--- src/rtl/gnd_pkg.sv ---
package gnd_pkg;
  localparam int JUNK_W  = 5;
  localparam int FUNC_W  = 3;
  localparam int LEN_W   = 6;
  localparam int NODE_W  = 7;
  localparam int NUM_PTR = 2;
  localparam int PTR_W   = 2 + LEN_W;
  localparam int FIELD_W = FUNC_W + NUM_PTR * PTR_W;
  localparam int SEG_W   = JUNK_W + FIELD_W;

  typedef struct packed {
    logic             back;
    logic             rel;
    logic [LEN_W-1:0] len;
  } ptr_field_t;

  typedef struct packed {
    ptr_field_t [NUM_PTR-1:0] ptr;
    logic [FUNC_W-1:0]        func;
  } seg_fields_t;
endpackage

--- src/rtl/seg_unpack.sv ---
module seg_unpack
  import gnd_pkg::*;
(
  input  logic [FIELD_W-1:0] raw,
  output seg_fields_t        fld
);
  // raw bit 0 corresponds to segment bit JUNK_W
  assign fld.func = raw[FUNC_W-1:0];

  for (genvar k = 0; k < NUM_PTR; k++) begin : g_ptr
    localparam int BASE = FUNC_W + k * PTR_W;
    assign fld.ptr[k].back = raw[BASE];
    assign fld.ptr[k].rel  = raw[BASE + 1];
    assign fld.ptr[k].len  = raw[BASE + 2 +: LEN_W];
  end
endmodule

--- src/rtl/ptr_resolve.sv ---
module ptr_resolve
  import gnd_pkg::*;
#(
  parameter int SEG_COUNT = 101
) (
  input  logic [NODE_W-1:0] cur,
  input  ptr_field_t        fld,
  output logic [NODE_W-1:0] src
);
  localparam int SUM_W = NODE_W + 1;
  localparam logic [SUM_W-1:0] MODN  = SUM_W'(SEG_COUNT);
  localparam logic [SUM_W-1:0] LASTI = SUM_W'(SEG_COUNT - 1);

  logic [SUM_W-1:0] origin;
  logic [SUM_W-1:0] step;
  logic [SUM_W-1:0] fwd;
  logic [SUM_W-1:0] wrapped;

  always_comb begin
    if (fld.rel)       origin = {1'b0, cur};
    else if (fld.back) origin = LASTI;
    else               origin = '0;
    step = SUM_W'(fld.len);
    fwd  = origin + step;
    if (!fld.back)
      wrapped = (fwd >= MODN) ? fwd - MODN : fwd;
    else
      wrapped = (origin >= step) ? origin - step : origin + MODN - step;
    src = NODE_W'(wrapped);
  end
endmodule

--- src/rtl/decode_seq.sv ---
module decode_seq
  import gnd_pkg::*;
#(
  parameter int SEG_COUNT = 101
) (
  input  logic              clk,
  input  logic              rst,
  input  logic              start,
  input  logic              rsp_valid,
  input  logic              out_ready,
  output logic              fetch,
  output logic              capture,
  output logic [NODE_W-1:0] cur_idx,
  output logic              out_valid,
  output logic              done
);
  localparam logic [NODE_W-1:0] LAST = NODE_W'(SEG_COUNT - 1);

  typedef enum logic [1:0] {S_IDLE, S_FETCH, S_EMIT} state_t;
  state_t state;

  assign fetch   = (state == S_FETCH);
  assign capture = fetch && rsp_valid;

  always_ff @(posedge clk) begin
    if (rst) begin
      state     <= S_IDLE;
      cur_idx   <= '0;
      out_valid <= 1'b0;
      done      <= 1'b0;
    end else begin
      case (state)
        S_IDLE: if (start) begin
          cur_idx <= '0;
          done    <= 1'b0;
          state   <= S_FETCH;
        end
        S_FETCH: if (rsp_valid) begin
          out_valid <= 1'b1;
          state     <= S_EMIT;
        end
        S_EMIT: if (out_ready) begin
          out_valid <= 1'b0;
          if (cur_idx == LAST) begin
            done  <= 1'b1;
            state <= S_IDLE;
          end else begin
            cur_idx <= cur_idx + 1'b1;
            state   <= S_FETCH;
          end
        end
        default: state <= S_IDLE;
      endcase
    end
  end

  assert_req_range_R1: assert property (@(posedge clk) disable iff (rst)
    fetch |-> cur_idx <= LAST);
  assert_seq_step_R1: assert property (@(posedge clk) disable iff (rst)
    (out_valid && out_ready && cur_idx != LAST) |=> cur_idx == NODE_W'($past(cur_idx) + 1'b1));
  assert_valid_hold_R8: assert property (@(posedge clk) disable iff (rst)
    (out_valid && !out_ready) |=> out_valid);
  assert_done_after_last_R9: assert property (@(posedge clk) disable iff (rst)
    $rose(done) |-> $past(out_valid && out_ready && cur_idx == LAST));
  assert_done_quiet_R9: assert property (@(posedge clk) disable iff (rst)
    done |-> (!fetch && !out_valid));
endmodule

--- src/rtl/out_stage.sv ---
module out_stage
  import gnd_pkg::*;
(
  input  logic              clk,
  input  logic              rst,
  input  logic              capture,
  input  logic [NODE_W-1:0] cur_idx,
  input  logic [FUNC_W-1:0] func,
  input  logic [NODE_W-1:0] src_in [NUM_PTR],
  input  logic              out_valid,
  input  logic              out_ready,
  output logic [NODE_W-1:0] out_node,
  output logic [FUNC_W-1:0] out_func,
  output logic [NODE_W-1:0] out_src [NUM_PTR],
  output logic              out_ground
);
  always_ff @(posedge clk) begin
    if (rst) begin
      out_node   <= '0;
      out_func   <= '0;
      out_ground <= 1'b0;
    end else if (capture) begin
      out_node   <= cur_idx;
      out_func   <= func;
      out_ground <= (cur_idx == '0);
    end
  end

  for (genvar k = 0; k < NUM_PTR; k++) begin : g_src
    always_ff @(posedge clk) begin
      if (rst)          out_src[k] <= '0;
      else if (capture) out_src[k] <= src_in[k];
    end
  end

  assert_data_hold_R8: assert property (@(posedge clk) disable iff (rst)
    (out_valid && !out_ready) |=> ($stable(out_node) && $stable(out_func) &&
      $stable(out_src[0]) && $stable(out_src[1]) && $stable(out_ground)));
  assert_ground_flag_R7: assert property (@(posedge clk) disable iff (rst)
    out_valid |-> (out_ground == (out_node == '0)));
endmodule

--- src/rtl/genome_netlist_decoder.sv ---
module genome_netlist_decoder
  import gnd_pkg::*;
#(
  parameter int SEG_COUNT = 101
) (
  input  logic              clk,
  input  logic              rst,
  input  logic              start,
  output logic              done,
  output logic              seg_req_valid,
  output logic [NODE_W-1:0] seg_req_idx,
  input  logic              seg_rsp_valid,
  input  logic [SEG_W-1:0]  seg_rsp_data,
  output logic              out_valid,
  input  logic              out_ready,
  output logic [NODE_W-1:0] out_node,
  output logic [FUNC_W-1:0] out_func,
  output logic [NODE_W-1:0] out_src_a,
  output logic [NODE_W-1:0] out_src_b,
  output logic              out_ground
);
  logic              capture;
  logic [NODE_W-1:0] cur_idx;
  seg_fields_t       fld;
  logic [NODE_W-1:0] src_res [NUM_PTR];
  logic [NODE_W-1:0] src_reg [NUM_PTR];

  decode_seq #(.SEG_COUNT(SEG_COUNT)) u_seq (
    .clk(clk), .rst(rst), .start(start), .rsp_valid(seg_rsp_valid),
    .out_ready(out_ready), .fetch(seg_req_valid), .capture(capture),
    .cur_idx(cur_idx), .out_valid(out_valid), .done(done)
  );

  assign seg_req_idx = cur_idx;

  seg_unpack u_unpack (
    .raw(seg_rsp_data[SEG_W-1:JUNK_W]),
    .fld(fld)
  );

  for (genvar k = 0; k < NUM_PTR; k++) begin : g_res
    ptr_resolve #(.SEG_COUNT(SEG_COUNT)) u_res (
      .cur(cur_idx), .fld(fld.ptr[k]), .src(src_res[k])
    );
  end

  out_stage u_out (
    .clk(clk), .rst(rst), .capture(capture), .cur_idx(cur_idx),
    .func(fld.func), .src_in(src_res), .out_valid(out_valid),
    .out_ready(out_ready), .out_node(out_node), .out_func(out_func),
    .out_src(src_reg), .out_ground(out_ground)
  );

  assign out_src_a = src_reg[0];
  assign out_src_b = src_reg[1];

  assert_src_range_R6: assert property (@(posedge clk) disable iff (rst)
    out_valid |-> (out_src_a < NODE_W'(SEG_COUNT) && out_src_b < NODE_W'(SEG_COUNT)));
  assert_rsp_known_R3: assert property (@(posedge clk) disable iff (rst)
    seg_rsp_valid |-> !$isunknown(seg_rsp_data));
endmodule

--- config.mk ---
export PLATFORM = sky130hd
export DESIGN_NAME = genome_netlist_decoder
export DESIGN_NICKNAME = d
export VERILOG_FILES = /design/src/rtl/gnd_pkg.sv /design/src/rtl/seg_unpack.sv /design/src/rtl/ptr_resolve.sv /design/src/rtl/decode_seq.sv /design/src/rtl/out_stage.sv /design/src/rtl/genome_netlist_decoder.sv
export SDC_FILE = /design/constraint.sdc
export NUM_CORES = 1
export LEC_CHECK = 0
export ABC_AREA = 0
export ABC_CLOCK_PERIOD_IN_PS = 4500
export CAP_MARGIN = 30
export CORE_MARGIN = 4
export CORE_UTILIZATION = 38
export CTS_BUF_LIST = sky130_fd_sc_hd__clkbuf_16
export DETAILED_ROUTE_END_ITERATION = 10
export RECOVER_POWER = 50
export SKIP_CTS_REPAIR_TIMING = 1
export SLEW_MARGIN = 10
export SYNTH_ARGS = -nofsm -noshare
export SYNTH_HDL_FRONTEND = slang
export SYNTH_SLANG_ARGS = --single-unit
export TNS_END_PERCENT = 5
--- constraint.sdc ---
create_clock -name clk -period 4.5 [get_ports clk]
set_clock_uncertainty 0.05 [all_clocks]
set_input_delay 0.9 -clock clk [delete_from_list [all_inputs] [get_ports clk]]
set_output_delay 0.9 -clock clk [all_outputs]
set_load 0.05 [all_outputs]
== Yosys cells after proc, flatten, opt, wreduce, memory -nomap -nowiden ==
Cells that the tools add are included.

* Word-level logic and storage cells: 67
* Bits of input ports: 29
* Register bits: 36
* Output and inout bits: 35

* Reduce and logical (&&, ||, !) cells: 9
* Mux-type cells: 26
* Magnitude comparators: 4
* Eq/ne operators: 8
* $add $sub $neg: 11

{| class="wikitable"
|+ Operator list
! kind !! count
|-
| 7-bit 2-to-1 mux || 13
|-
| 7-bit by 6-bit subtractor with 7-bit output || 4
|-
| 7-bit by 6-bit adder with 8-bit output || 2
|-
| 8-bit by 7-bit >= comparator with 1-bit output (second input constant) || 2
|-
| 7-bit adder (second input constant) || 2
|-
| 7-bit by 6-bit >= comparator with 1-bit output || 2
|-
| 7-bit one-hot mux with 2 select lines || 1
|-
| 7-bit subtractor (second input constant) || 2
|-
| 2-bit != test (second input constant) || 4
|-
| 4-bit AND reduction || 2
|-
| 7-bit by 1-bit adder with 7-bit output (second input constant) || 1
|-
| 7-bit == test (second input constant) || 1
|-
| 7-bit zero test || 1
|-
| 1-bit 2-to-1 mux || 6
|-
| 2-bit 2-to-1 mux || 3
|-
| 2-bit one-hot mux with 3 select lines || 1
|-
| 3-bit AND reduction || 2
|-
| 1-bit one-hot mux with 2 select lines || 2
|-
| 2-bit nonzero test || 2
|-
| 2-bit by 1-bit == test with 1-bit output (second input constant) || 1
|-
| 2-bit == test (second input constant) || 1
|-
| 2-bit zero test || 1
|-
| 2-bit by 1-bit != test with 1-bit output (second input constant) || 1
|-
| 1-bit logical AND || 1
|}

== Longest topological paths before layout ==
Gate-level depths: netlist (run 1).

* Depth in word-level cells: 6
* Gate-level depth with buffers: 16

== Hierarchy ==
Synthesis (run 1) repeated with hierarchy kept, for this count alone.

* Cell total of the unflattened synthesis: 563
* Area, all modules: 4642.0 um2

{| class="wikitable"
|+ Modules (own cells, without submodules)
! module !! instances !! area an instance (um2) !! cells an instance
|-
| ptr_resolve (g_res[0].u_res) || 1 || 1607.8 || 204
|-
| ptr_resolve (g_res[1].u_res) || 1 || 1378.8 || 188
|-
| out_stage || 1 || 925.9 || 84
|-
| decode_seq || 1 || 586.8 || 68
|-
| seg_unpack || 1 || 142.6 || 19
|}

== Worst setup path after synthesis (run 1) ==
OpenSTA, ideal clock, no wires.

* Kind: input to register
* Start point: input seg_rsp_data[9]
* End point: register u_out.out_src[11] (netlist bit)
* Arrival: 3.593 ns
* Stages: 14
* Path slack: 0.722 ns
* Path buffers: 2
* Setup time: 0.135 ns
* Required time: 4.315 ns
* Cell sequence: buf_2 buf_2 nand2_1 inv_1 ha_1 fa_1 nor2b_1 o311ai_0 nand2_1 xor2_1 a221o_2 a21boi_1 xor2_1 a211oi_1

* Cells in the longest elaborated chain, start to end: 5
* Elaborated cells on any way between the ends: 11

{| class="wikitable"
|+ Ends and longest elaborated chain
! item !! RTL line !! source
|-
| start, declared || genome_netlist_decoder.sv:13 || <nowiki>input logic [SEG_W-1:0] seg_rsp_data,</nowiki>
|-
| 7-bit 2-to-1 mux (*) || ptr_resolve.sv:20 || <nowiki>if (fld.rel) origin = {1'b0, cur};</nowiki>
|-
| 7-bit by 6-bit adder with 8-bit output or 7-bit adder (tied branches) || ptr_resolve.sv:24, ptr_resolve.sv:28 ||
|-
| 7-bit subtractor, or another cell as far along || ptr_resolve.sv:26 || <nowiki>wrapped = (fwd >= MODN) ? fwd - MODN : fwd;</nowiki>
|-
| 7-bit 2-to-1 mux, on equally long branches || ptr_resolve.sv:26, ptr_resolve.sv:28 ||
|-
| 7-bit 2-to-1 mux (*) || ptr_resolve.sv:25 || <nowiki>if (!fld.back)</nowiki>
|-
| end signal, assigned by index || out_stage.sv:32 || <nowiki>else if (capture) out_src[k] <= src_in[k];</nowiki>
|-
| end, declared || out_stage.sv:14 || <nowiki>output logic [NODE_W-1:0] out_src [NUM_PTR],</nowiki>
|}

Every way passes the cells marked *; elsewhere a longest branch is shown, timed or not.
A chain may end at the register's enable or synchronous reset.

== Worst setup path after layout (run 1) ==
* Start point: input seg_rsp_data[17]
* End point: register u_out.out_src[4] (netlist bit)

Same word-level chain as after synthesis.

==> impl_metrics.py, run 1 <==
metrics = {
    "clock_tree": {
        "cts_buffers": 5,
        "root_buffer": "clkbuf_16",
        "clockBufferDepth": 2,
        "htreeDepth": 2,
        "clock_sinks": 36,
        "clk-insertion-delay-late_ns": 0.28,
        "clkTransAtPathRegs_ns": 0.06,
        "cts_tree": "built",
    },
    "global_routing": {
        "overflow": 0,
        "grt_pass1_wl_um": 19100,
        "antenna_found_initial": 0,
        "grt_pass1_vias": 3926,
        "grt_max_degree": 31,
        "grt.total_usage_pct": 18.1,
    },
    "synth": {
        "yosysTopAreaCell": "dfxtp_1",
        "ys_seq_area_share_pct": 17.6,
        "synth.distinct_cells": 72,
        "synth.ff_latch_count": 36,
        "ys_warn_count": 0,
        "syn_inst": 551,
        "async_flop_share_pct": 0,
        "synth_area_um2": 4100,
        "yosys-top-cells-area": "dfxtp_1 (18%), ha_1 (11%), a21oi_1 (6.2%), nand2_1 (5.4%), nor2_1 (4.2%)",
        "yosys_most_used_dff": "dfxtp_1",
        "yosysTopAreaCellShare_pct": 17.6,
        "synth_edf_count": 0,
        "avgSynthCellArea_um2": 7.44,
        "syn-num-nets": 622,
    },
    "sta": {
        "hold_viol_final": 0,
        "max-slew-margin-rel_pct": 10.6,
        "fin_crit_sh_pct": 93.6,
        "slew_viol_final": 0,
        "min_period_ns": 4.21,
        "clock.fmax_ghz": 0.237,
        "setup_tns_ns": 0,
        "tightest_slew_ns": 1.34,
        "rsz0062_at_grt": "no",
        "setup_violations": 0,
    },
    "worst_setup_path": {
        "critPathMaxFanout": 7,
        "critPathKind": "in2reg",
        "r2r-start": "u_seq.cur_idx[0]$_SDFFE_PP0P_",
        "cp.required_ns": 4.61,
        "critPathLaunchType": "input port",
        "critPathCaptureType": "flip-flop",
        "r2r_slack_ns": 1.05,
        "arrival_ns": 4.33,
        "r2r_end": "u_out.out_src[4]$_SDFFE_PP0P_",
        "rr_worst_depth": 12,
    },
    "floorplan": {
        "start_util_pct": 39.4,
        "io_pins": 64,
        "dieHeight_um": 112,
        "row_count": 37,
        "coreArea_um2": 10400,
        "dieArea_um2": 12500,
        "fp.dieW_um": 112,
    },
    "final_layout": {
        "finalNetCount": 681,
        "final_common_cell": "nand2_1",
        "final_cell_mix": "nand2_1 (59), a21oi_1 (50), nor2_1 (46)",
        "fin_cells": 747,
        "drive_gt1_share_pct": 8.67,
        "diodes": 0,
        "final_core_util_pct": 48.3,
        "area_growth_pct": 22.8,
        "n_fill_cell": 1071,
    },
    "placed_design": {
        "placed_cells": 739,
        "place_congestion": 0.903,
        "hpwl_um": 8900,
        "port_buffers": 58,
    },
    "min_path": {
        "min_to": "u_out.out_node[0]$_SDFFE_PP0P_",
        "min_from": "u_out.out_node[0]$_SDFFE_PP0P_",
        "hold_path_class": "reg2reg",
        "worstHoldPathCells": 2,
    },
    "pwr": {
        "ir_drop_mv": 0.126,
        "p_per_area_nw_per_um2": 206,
        "p_leak_nw": 2.17,
    },
    "routing": {
        "drc": 0,
        "finalWirelength_um": 11400,
        "via_count": 4029,
        "vias_per_cell": 5.39,
        "initialDrtViolationCount": 220,
        "routedWlPerCell_um": 15.3,
        "drtPass1Iterations": 4,
        "final_antenna_net_count": 0,
    },
    "job": {
        "maxCapViolCount": 0,
    },
    "outcome": {
        "status": "complete, no violations",
    },
}
==> synthesized netlist by cell type (3+ instances only) <==
master and n:
nand2_1 59, a21oi_1 51, nor2_1 46, inv_1 42
dfxtp_1 36, ha_1 36, o21ai_0 26, nand3_1 18
xor2_1 18, clkbuf_1 17, xnor2_1 15, nor2b_1 11
buf_2 10, mux2i_1 10, nand2b_1 10, nor3_1 10
a21o_1 9, and3_1 9, o21a_1 8, nand4_1 7
a211oi_1 6, a31oi_1 6, fa_1 6, nor3b_1 5
o2111ai_1 5, o211ai_1 5, o311ai_0 5, o21ai_1 4
a221oi_1 3, and2_1 3, mux2_2 3, nand2_2 3
==> worst max-delay path: stages <==
cell             delay, ns
clkdlybuf4s50_1       0.63
nor2_1                0.11
a21oi_1               0.26
inv_1                 0.11
ha_1                  0.37
nor3b_1               0.07
buf_4                 0.15
o311ai_0              0.34
o2111ai_1             0.29
xnor2_1               0.29
or4_1                 0.51
a32oi_1               0.21
o21ai_1               0.10
==> layout make-up <==
type / instances / area, um2 / share of cell area (%)
multi-input combinational: 442 / 3090 / 61.3
timing repair buffer: 82 / 757 / 15.0
sequential: 36 / 721 / 14.3
tap: 136 / 170 / 3.38
inverter: 43 / 161 / 3.21
clock buffer: 5 / 125 / 2.49
clock inverter: 3 / 11.3 / 0.224
==> worst max-delay path by stage <==
stage	endpoint	start	cells past startpoint
floorplan	u_out.out_src[11]$_SDFFE_PP0P_	seg_rsp_data[9]	14
global placement	u_out.out_src[2]$_SDFFE_PP0P_	seg_rsp_data[17]	13
detailed placement	u_out.out_src[2]$_SDFFE_PP0P_	seg_rsp_data[17]	13
CTS	u_out.out_src[2]$_SDFFE_PP0P_	seg_rsp_data[17]	13
global route	u_out.out_src[6]$_SDFFE_PP0P_	seg_rsp_data[17]	14
finish	u_out.out_src[4]$_SDFFE_PP0P_	seg_rsp_data[17]	13
==> flip-flops by register name (all words and copies together) (netlist names) <==
signal / flops
u_out.out_func: 3
u_out.out_src: 14
u_out.out_node: 7
u_seq.done: 1
u_out.out_ground: 1
u_seq.state: 2
u_seq.cur_idx: 7
u_seq.out_valid: 1
==> routing by layer <==
layer / vias to the layer above / share of wire [%] / GRT usage (%)
met5: - / 0 / 0
li1: 2061 / - / -
met4: 0 / 0.71 / 2.84
met2: 80 / 50 / 33.2
met3: 11 / 3.9 / 2.88
met1: 1877 / 45 / 22.6
==> where the power goes <==
group	internal (W)	total (W)	switching [W]	leakage, nW
sequential	0.000331	0.000339	0.00000815	0.292
combinational	0.000148	0.000372	0.000224	1.81
clock	0.000199	0.000325	0.000126	0.0738
total	0.000678	0.00104	0.000358	2.17
==> cells by family after synthesis <==
kind of cell | after synthesis | share of synthesized area [%]
and+or+nand+nor | 195 | 23.4
AOI/OAI and AO/OA | 155 | 25.5
buffers and inverters | 73 | 7.30
adders and majority gates | 43 | 14.2
xor gates and xnor gates | 36 | 8.79
DFF | 36 | 17.6
muxes | 13 | 3.27
==> through the flow <==
| stage | area [um2] | hold WS [ns] | setup slack (ns) | total power [W] |
|---|---|---|---|---|
| 6_report | 5030 | 0.403 | 0.287 | 0.00104 |
| 5_1_grt | 5030 | 0.428 | 0.0667 | 0.00110 |
| 4_1_cts | 5030 | 0.407 | 0.291 | 0.00104 |
| 3_5_place_dp | 4900 | 0.400 | 0.0325 | 0.000720 |
| 3_3_place_gp | 4900 | 0.393 | 0.116 | 0.000714 |
| 2_1_floorplan | 4100 | 0.512 | 0.722 | 0.000605 |
(Power assumes the default switching activity.)
==> inputs of run 2 (changes only) <==
--- a/config.mk
+++ b/config.mk
@@ -12,6 +12,7 @@
 export CORE_UTILIZATION = 38
 export CTS_BUF_LIST = sky130_fd_sc_hd__clkbuf_16
 export DETAILED_ROUTE_END_ITERATION = 10
+export DONT_BUFFER_PORTS = 1
 export RECOVER_POWER = 50
 export SKIP_CTS_REPAIR_TIMING = 1
 export SLEW_MARGIN = 10
==> run 2 against run 1 <==
Combinational power down 30%. Cell count is 10% lower. Via count down 4.6%. Cell area decreased by 14%.
==> impl_metrics.py, run 2 (synthesized netlist as in run 1, its figures left out) <==
metrics = {
    "sta": {
        "fin_crit_sh_pct": 89.7,
        "min_period_ns": 4.04,
        "tightest_slew_ns": 1.37,
        "max-slew-margin-rel_pct": 8.76,
        "setup_tns_ns": 0,
        "hold_viol_final": 0,
        "setup_violations": 0,
        "slew_viol_final": 0,
        "rsz0062_at_grt": "no",
        "clock.fmax_ghz": 0.248,
    },
    "routing": {
        "via_count": 3843,
        "drc": 0,
        "met3_length_um": 534,
        "drtPass1Iterations": 6,
        "final_antenna_net_count": 0,
        "routedWlPerCell_um": 16.7,
        "finalWirelength_um": 11200,
        "top_layer": "met4",
        "initialDrtViolationCount": 220,
        "drt-met1-wl_um": 4900,
        "vias_per_cell": 5.72,
        "met2WireLength_um": 5520,
    },
    "clock_tree": {
        "htreeDepth": 2,
        "clkTransAtPathRegs_ns": 0.05,
        "clk-insertion-delay-late_ns": 0.28,
        "root_buffer": "clkbuf_16",
        "cts_buffers": 5,
        "clockBufferDepth": 2,
        "clock_sinks": 36,
        "cts_tree": "built",
    },
    "pwr": {
        "p_leak_nw": 1.80,
        "ir_drop_mv": 0.173,
        "internal_power_w": 0.000633,
        "p_per_area_nw_per_um2": 222,
        "switchingPower_w": 0.000326,
        "pwr-share-seq_pct": 39.4,
        "switching_share_pct": 34.0,
        "clkPwrFrac_pct": 33.5,
        "power_frac_comb_pct": 27.1,
    },
    "worst_setup_path": {
        "cp_slowest_cell": "nor3b_1",
        "arrival_ns": 4.15,
        "cp_common_cell": "inv_1",
        "critPathLaunchType": "input port",
        "startpoint": "seg_rsp_data[8]",
        "r2r_slack_ns": 0.86,
        "r2r-start": "u_seq.cur_idx[4]$_SDFFE_PP0P_",
        "critPathKind": "in2reg",
        "cp.required_ns": 4.61,
        "path_cells": "inv_1 > nor2_1 > a21oi_1 > inv_1 > ha_1 > nor3b_1 > o31ai_1 > o221ai_1 > o21ai_0 > a221o_2 > a32o_1 > o21ai_1 > nand2_1",
        "critPathMaxFanout": 14,
        "critPathTopFamily": "compound AO/OA/AOI/OAI gates",
        "slowest_delay_ns": 0.65,
        "critPathCaptureType": "flip-flop",
        "crit_buf_inv": 2,
    },
    "min_path": {
        "min_from": "u_seq.state[1]$_SDFFE_PP0P_",
        "hold_path_class": "reg2reg",
    },
    "final_layout": {
        "largest_reg_flops": 14,
        "finalNetCount": 607,
        "final_common_cell": "nand2_1",
        "top_regs": "u_out.out_src (14), u_out.out_node (7), u_seq.cur_idx (7)",
        "final_cell_mix": "nand2_1 (59), a21oi_1 (51), nor2_1 (46)",
        "fin_area_um2": 4320,
        "final_core_util_pct": 41.4,
        "area_growth_pct": 5.28,
        "largest-register": "u_out.out_src",
        "diodes": 0,
        "fin_cells": 672,
        "drive_gt1_share_pct": 6.34,
    },
    "job": {
        "maxCapViolCount": 0,
    },
    "floorplan": {
        "coreArea_um2": 10400,
        "io_pins": 64,
        "dieHeight_um": 112,
        "row_count": 37,
        "start_util_pct": 39.4,
        "dieArea_um2": 12500,
        "fp.dieW_um": 112,
    },
    "placed_design": {
        "place_area_um2": 4200,
        "place_congestion": 0.832,
        "hpwl_um": 8700,
        "port_buffers": 0,
        "placed_cells": 665,
    },
    "global_routing": {
        "grt.total_usage_pct": 17.6,
        "grt_pass1_wl_um": 18600,
        "grt_max_degree": 31,
        "overflow": 0,
        "grt_pass1_vias": 3717,
        "antenna_found_initial": 0,
    },
    "outcome": {
        "status": "complete, no violations",
    },
}
[run 2: changes by cell type in the layout (fill, tap and decap cells not counted)]
cell	delta
o21ai_0	-1
o21ai_1	+1
dlygate4sd3_1	-22
clkinv_2	+1
buf_4	-19
clkdlybuf4s50_1	-36
clkbuf_1	+3
a21oi_2	-1
a21oi_1	+1
inv_1	-1
clkinv_1	-1
[run 2: per-layer routing]
metal | up-vias | global-route usage (%)
met1 | 1810 | 22.0
met3 | 21 | 3.32
li1 | 1910 | -
met5 | - | 0
met2 | 102 | 31.1
met4 | 0 | 4.70
[run 2: area by class of cell]
class / instances / area, um2
Clock inverter: 2 / 8.76
Inverter: 43 / 161
Fill cell: 1087 / 6100
Clock buffer: 5 / 125
Timing Repair Buffer: 8 / 45.0
Multi-Input combinational cell: 442 / 3080
Tap cell: 136 / 170
Sequential cell: 36 / 721
[run 2: power groups by stage]
stage	registers, W	logic, W	clock network, W
final	0.000377	0.000260	0.000321
after global routing	0.000379	0.000292	0.000342
after detailed placement	0.000384	0.000257	0
after floorplan	0.000381	0.000224	0
after global placement	0.000384	0.000252	0
after CTS	0.000377	0.000260	0.000327
[run 2: worst paths after layout]
check,cells after the start,endpoint
worst min-delay path,2,u_seq.state[1]$_SDFFE_PP0P_
worst min register to register,2,u_seq.state[1]$_SDFFE_PP0P_
worst max-delay path,13,u_out.out_src[9]$_SDFFE_PP0P_
worst max register to register,11,u_out.out_src[13]$_SDFFE_PP0P_
[run 2: worst reg2reg max path, delay by kind of cell (launching register included)]
family	cells	cell delay (ns)
XOR/XNOR	2	0.62
adder cells (fa/ha/maj)	1	0.34
AND/OR/NAND/NOR	2	0.52
buffers and inverters	1	0.99
AO/OA/AOI/OAI	5	0.72
flip-flops	1	0.30
[run 2: metrics by stage]
stage                     setup WS (ns)  hold WS, ns  total power [W]
after floorplan                   0.722        0.512         0.000605
after global placement            0.221        0.511         0.000636
after detailed placement          0.229        0.518         0.000642
after CTS                         0.485        0.531         0.000964
after global routing              0.218        0.577          0.00101
final                             0.463        0.533         0.000959
==> inputs of run 3 (changes only) <==
--- a/config.mk
+++ b/config.mk
@@ -8,7 +8,7 @@
 export ABC_AREA = 0
 export ABC_CLOCK_PERIOD_IN_PS = 4500
 export CAP_MARGIN = 30
-export CORE_MARGIN = 4
+export CORE_MARGIN = 2
 export CORE_UTILIZATION = 38
 export CTS_BUF_LIST = sky130_fd_sc_hd__clkbuf_16
 export DETAILED_ROUTE_END_ITERATION = 10
==> run 3 against run 2 <==
Clock power increased by 2%. Global-route usage increased by 1.5 points. Cell area increased by 0.64%. First-iteration DRC count decreased by 0.91%. Critical path depth decreased by 1. Via count decreased by 0.81%. Maximum frequency about the same. Flip-flop and latch count unchanged. Setup slack got worse by 0.0015 ns. Critical endpoint unchanged. Largest power group unchanged. Highest routed layer unchanged.
==> impl_metrics.py, run 3 (synthesized netlist as in run 1, its figures left out) <==
metrics = {
    "outcome": {
        "status": "complete, no violations",
    },
    "min_path": {
        "worstHoldPathCells": 2,
        "hold_path_class": "reg2reg",
    },
    "final_layout": {
        "largest_reg_flops": 14,
        "final_cell_mix": "nand2_1 (59), a21oi_1 (51), nor2_1 (46)",
        "top_regs": "u_out.out_src (14), u_out.out_node (7), u_seq.cur_idx (7)",
        "final_common_cell": "nand2_1",
        "finalNetCount": 610,
        "n_fill_cell": 1093,
        "seqCellArea_um2": 721,
        "multi_input_area_um2": 3080,
        "area_growth_pct": 5.95,
        "largest-register": "u_out.out_src",
        "drive_gt1_share_pct": 7.04,
        "diodes": 0,
    },
    "sta": {
        "setup_violations": 0,
        "setup_tns_ns": 0,
        "hold_viol_final": 0,
        "clock.fmax_ghz": 0.248,
        "fin_crit_sh_pct": 89.7,
        "min_period_ns": 4.04,
        "max-slew-margin-rel_pct": 6.46,
        "tightest_slew_ns": 1.40,
        "slew_viol_final": 0,
        "rsz0062_at_grt": "no",
    },
    "worst_setup_path": {
        "slowest_delay_ns": 0.77,
        "critPathMaxFanout": 8,
        "critPathCaptureType": "flip-flop",
        "critPathKind": "reg2reg",
        "critPathLaunchType": "flip-flop",
        "cp.required_ns": 4.61,
        "rr_worst_depth": 12,
        "cp_slowest_cell": "clkbuf_1",
        "cp_common_cell": "nand2_1",
        "path_depth": 12,
        "crit_buf_inv": 2,
        "critPathTopFamily": "simple AND/OR/NAND/NOR gates",
        "arrival_ns": 4.15,
        "path_cells": "clkbuf_1 > nand2_1 > inv_1 > ha_1 > nor3b_1 > nor3_1 > xor2_1 > nor2b_1 > a221o_2 > a32o_1 > o21ai_1 > nand2_1",
    },
    "floorplan": {
        "dieHeight_um": 108,
        "dieArea_um2": 11600,
        "io_pins": 64,
        "coreArea_um2": 10400,
        "fp.dieW_um": 108,
        "row_count": 37,
        "start_util_pct": 39.4,
    },
    "clock_tree": {
        "htreeDepth": 2,
        "clkTransAtPathRegs_ns": 0.06,
        "clock_sinks": 36,
        "cts_tree": "built",
        "cts_buffers": 5,
        "clk-insertion-delay-late_ns": 0.27,
        "root_buffer": "clkbuf_16",
        "clockBufferDepth": 2,
    },
    "pwr": {
        "ir_drop_mv": 0.144,
        "p_total_w": 0.000968,
        "p_leak_nw": 1.81,
        "p_per_area_nw_per_um2": 223,
    },
    "placed_design": {
        "place_congestion": 0.871,
        "hpwl_um": 8440,
        "port_buffers": 0,
    },
    "routing": {
        "final_antenna_net_count": 0,
        "drtPass1Iterations": 5,
        "via_count": 3812,
        "finalWirelength_um": 11000,
        "routedWlPerCell_um": 16.2,
        "vias_per_cell": 5.64,
        "drc": 0,
        "initialDrtViolationCount": 218,
    },
    "global_routing": {
        "grt_pass1_wl_um": 18000,
        "grt.total_usage_pct": 19.1,
        "overflow": 0,
        "grt_pass1_vias": 3679,
        "antenna_found_initial": 0,
        "grt_max_degree": 32,
    },
    "job": {
        "maxCapViolCount": 0,
    },
}
run 3: changes by cell type in the layout (fill, tap and decap cells not counted):
cell / previous run / this run
clkinv_1: 0 / 1
inv_1: 43 / 42
buf_4: 4 / 7
clkinv_2: 1 / 2
run 3: worst paths after layout:
check | slack [ns] | start | endpoint
max | 0.46 | u_seq.cur_idx[0]$_SDFFE_PP0P_ | u_out.out_src[9]$_SDFFE_PP0P_
min | 0.54 | u_seq.state[1]$_SDFFE_PP0P_ | u_seq.state[1]$_SDFFE_PP0P_
max reg2reg | 0.46 | u_seq.cur_idx[0]$_SDFFE_PP0P_ | u_out.out_src[9]$_SDFFE_PP0P_
min reg2reg | 0.54 | u_seq.state[1]$_SDFFE_PP0P_ | u_seq.state[1]$_SDFFE_PP0P_
run 3: power breakdown:
part / switching, W / leakage, nW / internal [W] / total (W)
logic: 0.000157 / 1.45 / 0.000106 / 0.000263
clock network: 0.000127 / 0.0710 / 0.000201 / 0.000328
registers: 0.0000457 / 0.292 / 0.000331 / 0.000377
total: 0.000330 / 1.81 / 0.000638 / 0.000968
run 3: area by class of cell:
type	instances	area share (%)
well taps	136	3.92
clock inverters	3	0.317
repair buffers	11	1.56
flip-flops and latches	36	16.6
inverters	43	3.72
multi-input cells	442	71.0
clock buffers	5	2.88
run 3: through the flow:
stage | util [%] | hold slack, ns | cells | instance area, um2 | setup WS (ns)
2_1_floorplan | - | 0.512 | 551 | 4100 | 0.722
3_3_place_gp | 40.5 | 0.495 | 668 | 4220 | 0.335
3_5_place_dp | 40.5 | 0.503 | 668 | 4220 | 0.321
4_1_cts | 41.8 | 0.532 | 676 | 4360 | 0.591
5_1_grt | 41.7 | 0.559 | 676 | 4340 | 0.200
6_report | 41.7 | 0.538 | 676 | 4340 | 0.462
run 3: layer usage:
layer  vias up  track usage (%)  part of all wire (%)
met5         -                0                     0
met4         0             2.75                  0.88
met3         8             3.75                   4.9
met2        67             34.3                    50
met1      1819             24.1                    44
li1       1918                -                     -
run 3: worst register-to-register path, stage by stage (launching register included):
cell,delay [ns]
dfxtp_1,0.34
clkbuf_1,0.77
nand2_1,0.23
inv_1,0.14
ha_1,0.18
nor3b_1,0.57
nor3_1,0.15
xor2_1,0.41
nor2b_1,0.13
a221o_2,0.45
a32o_1,0.27
o21ai_1,0.17
nand2_1,0.06
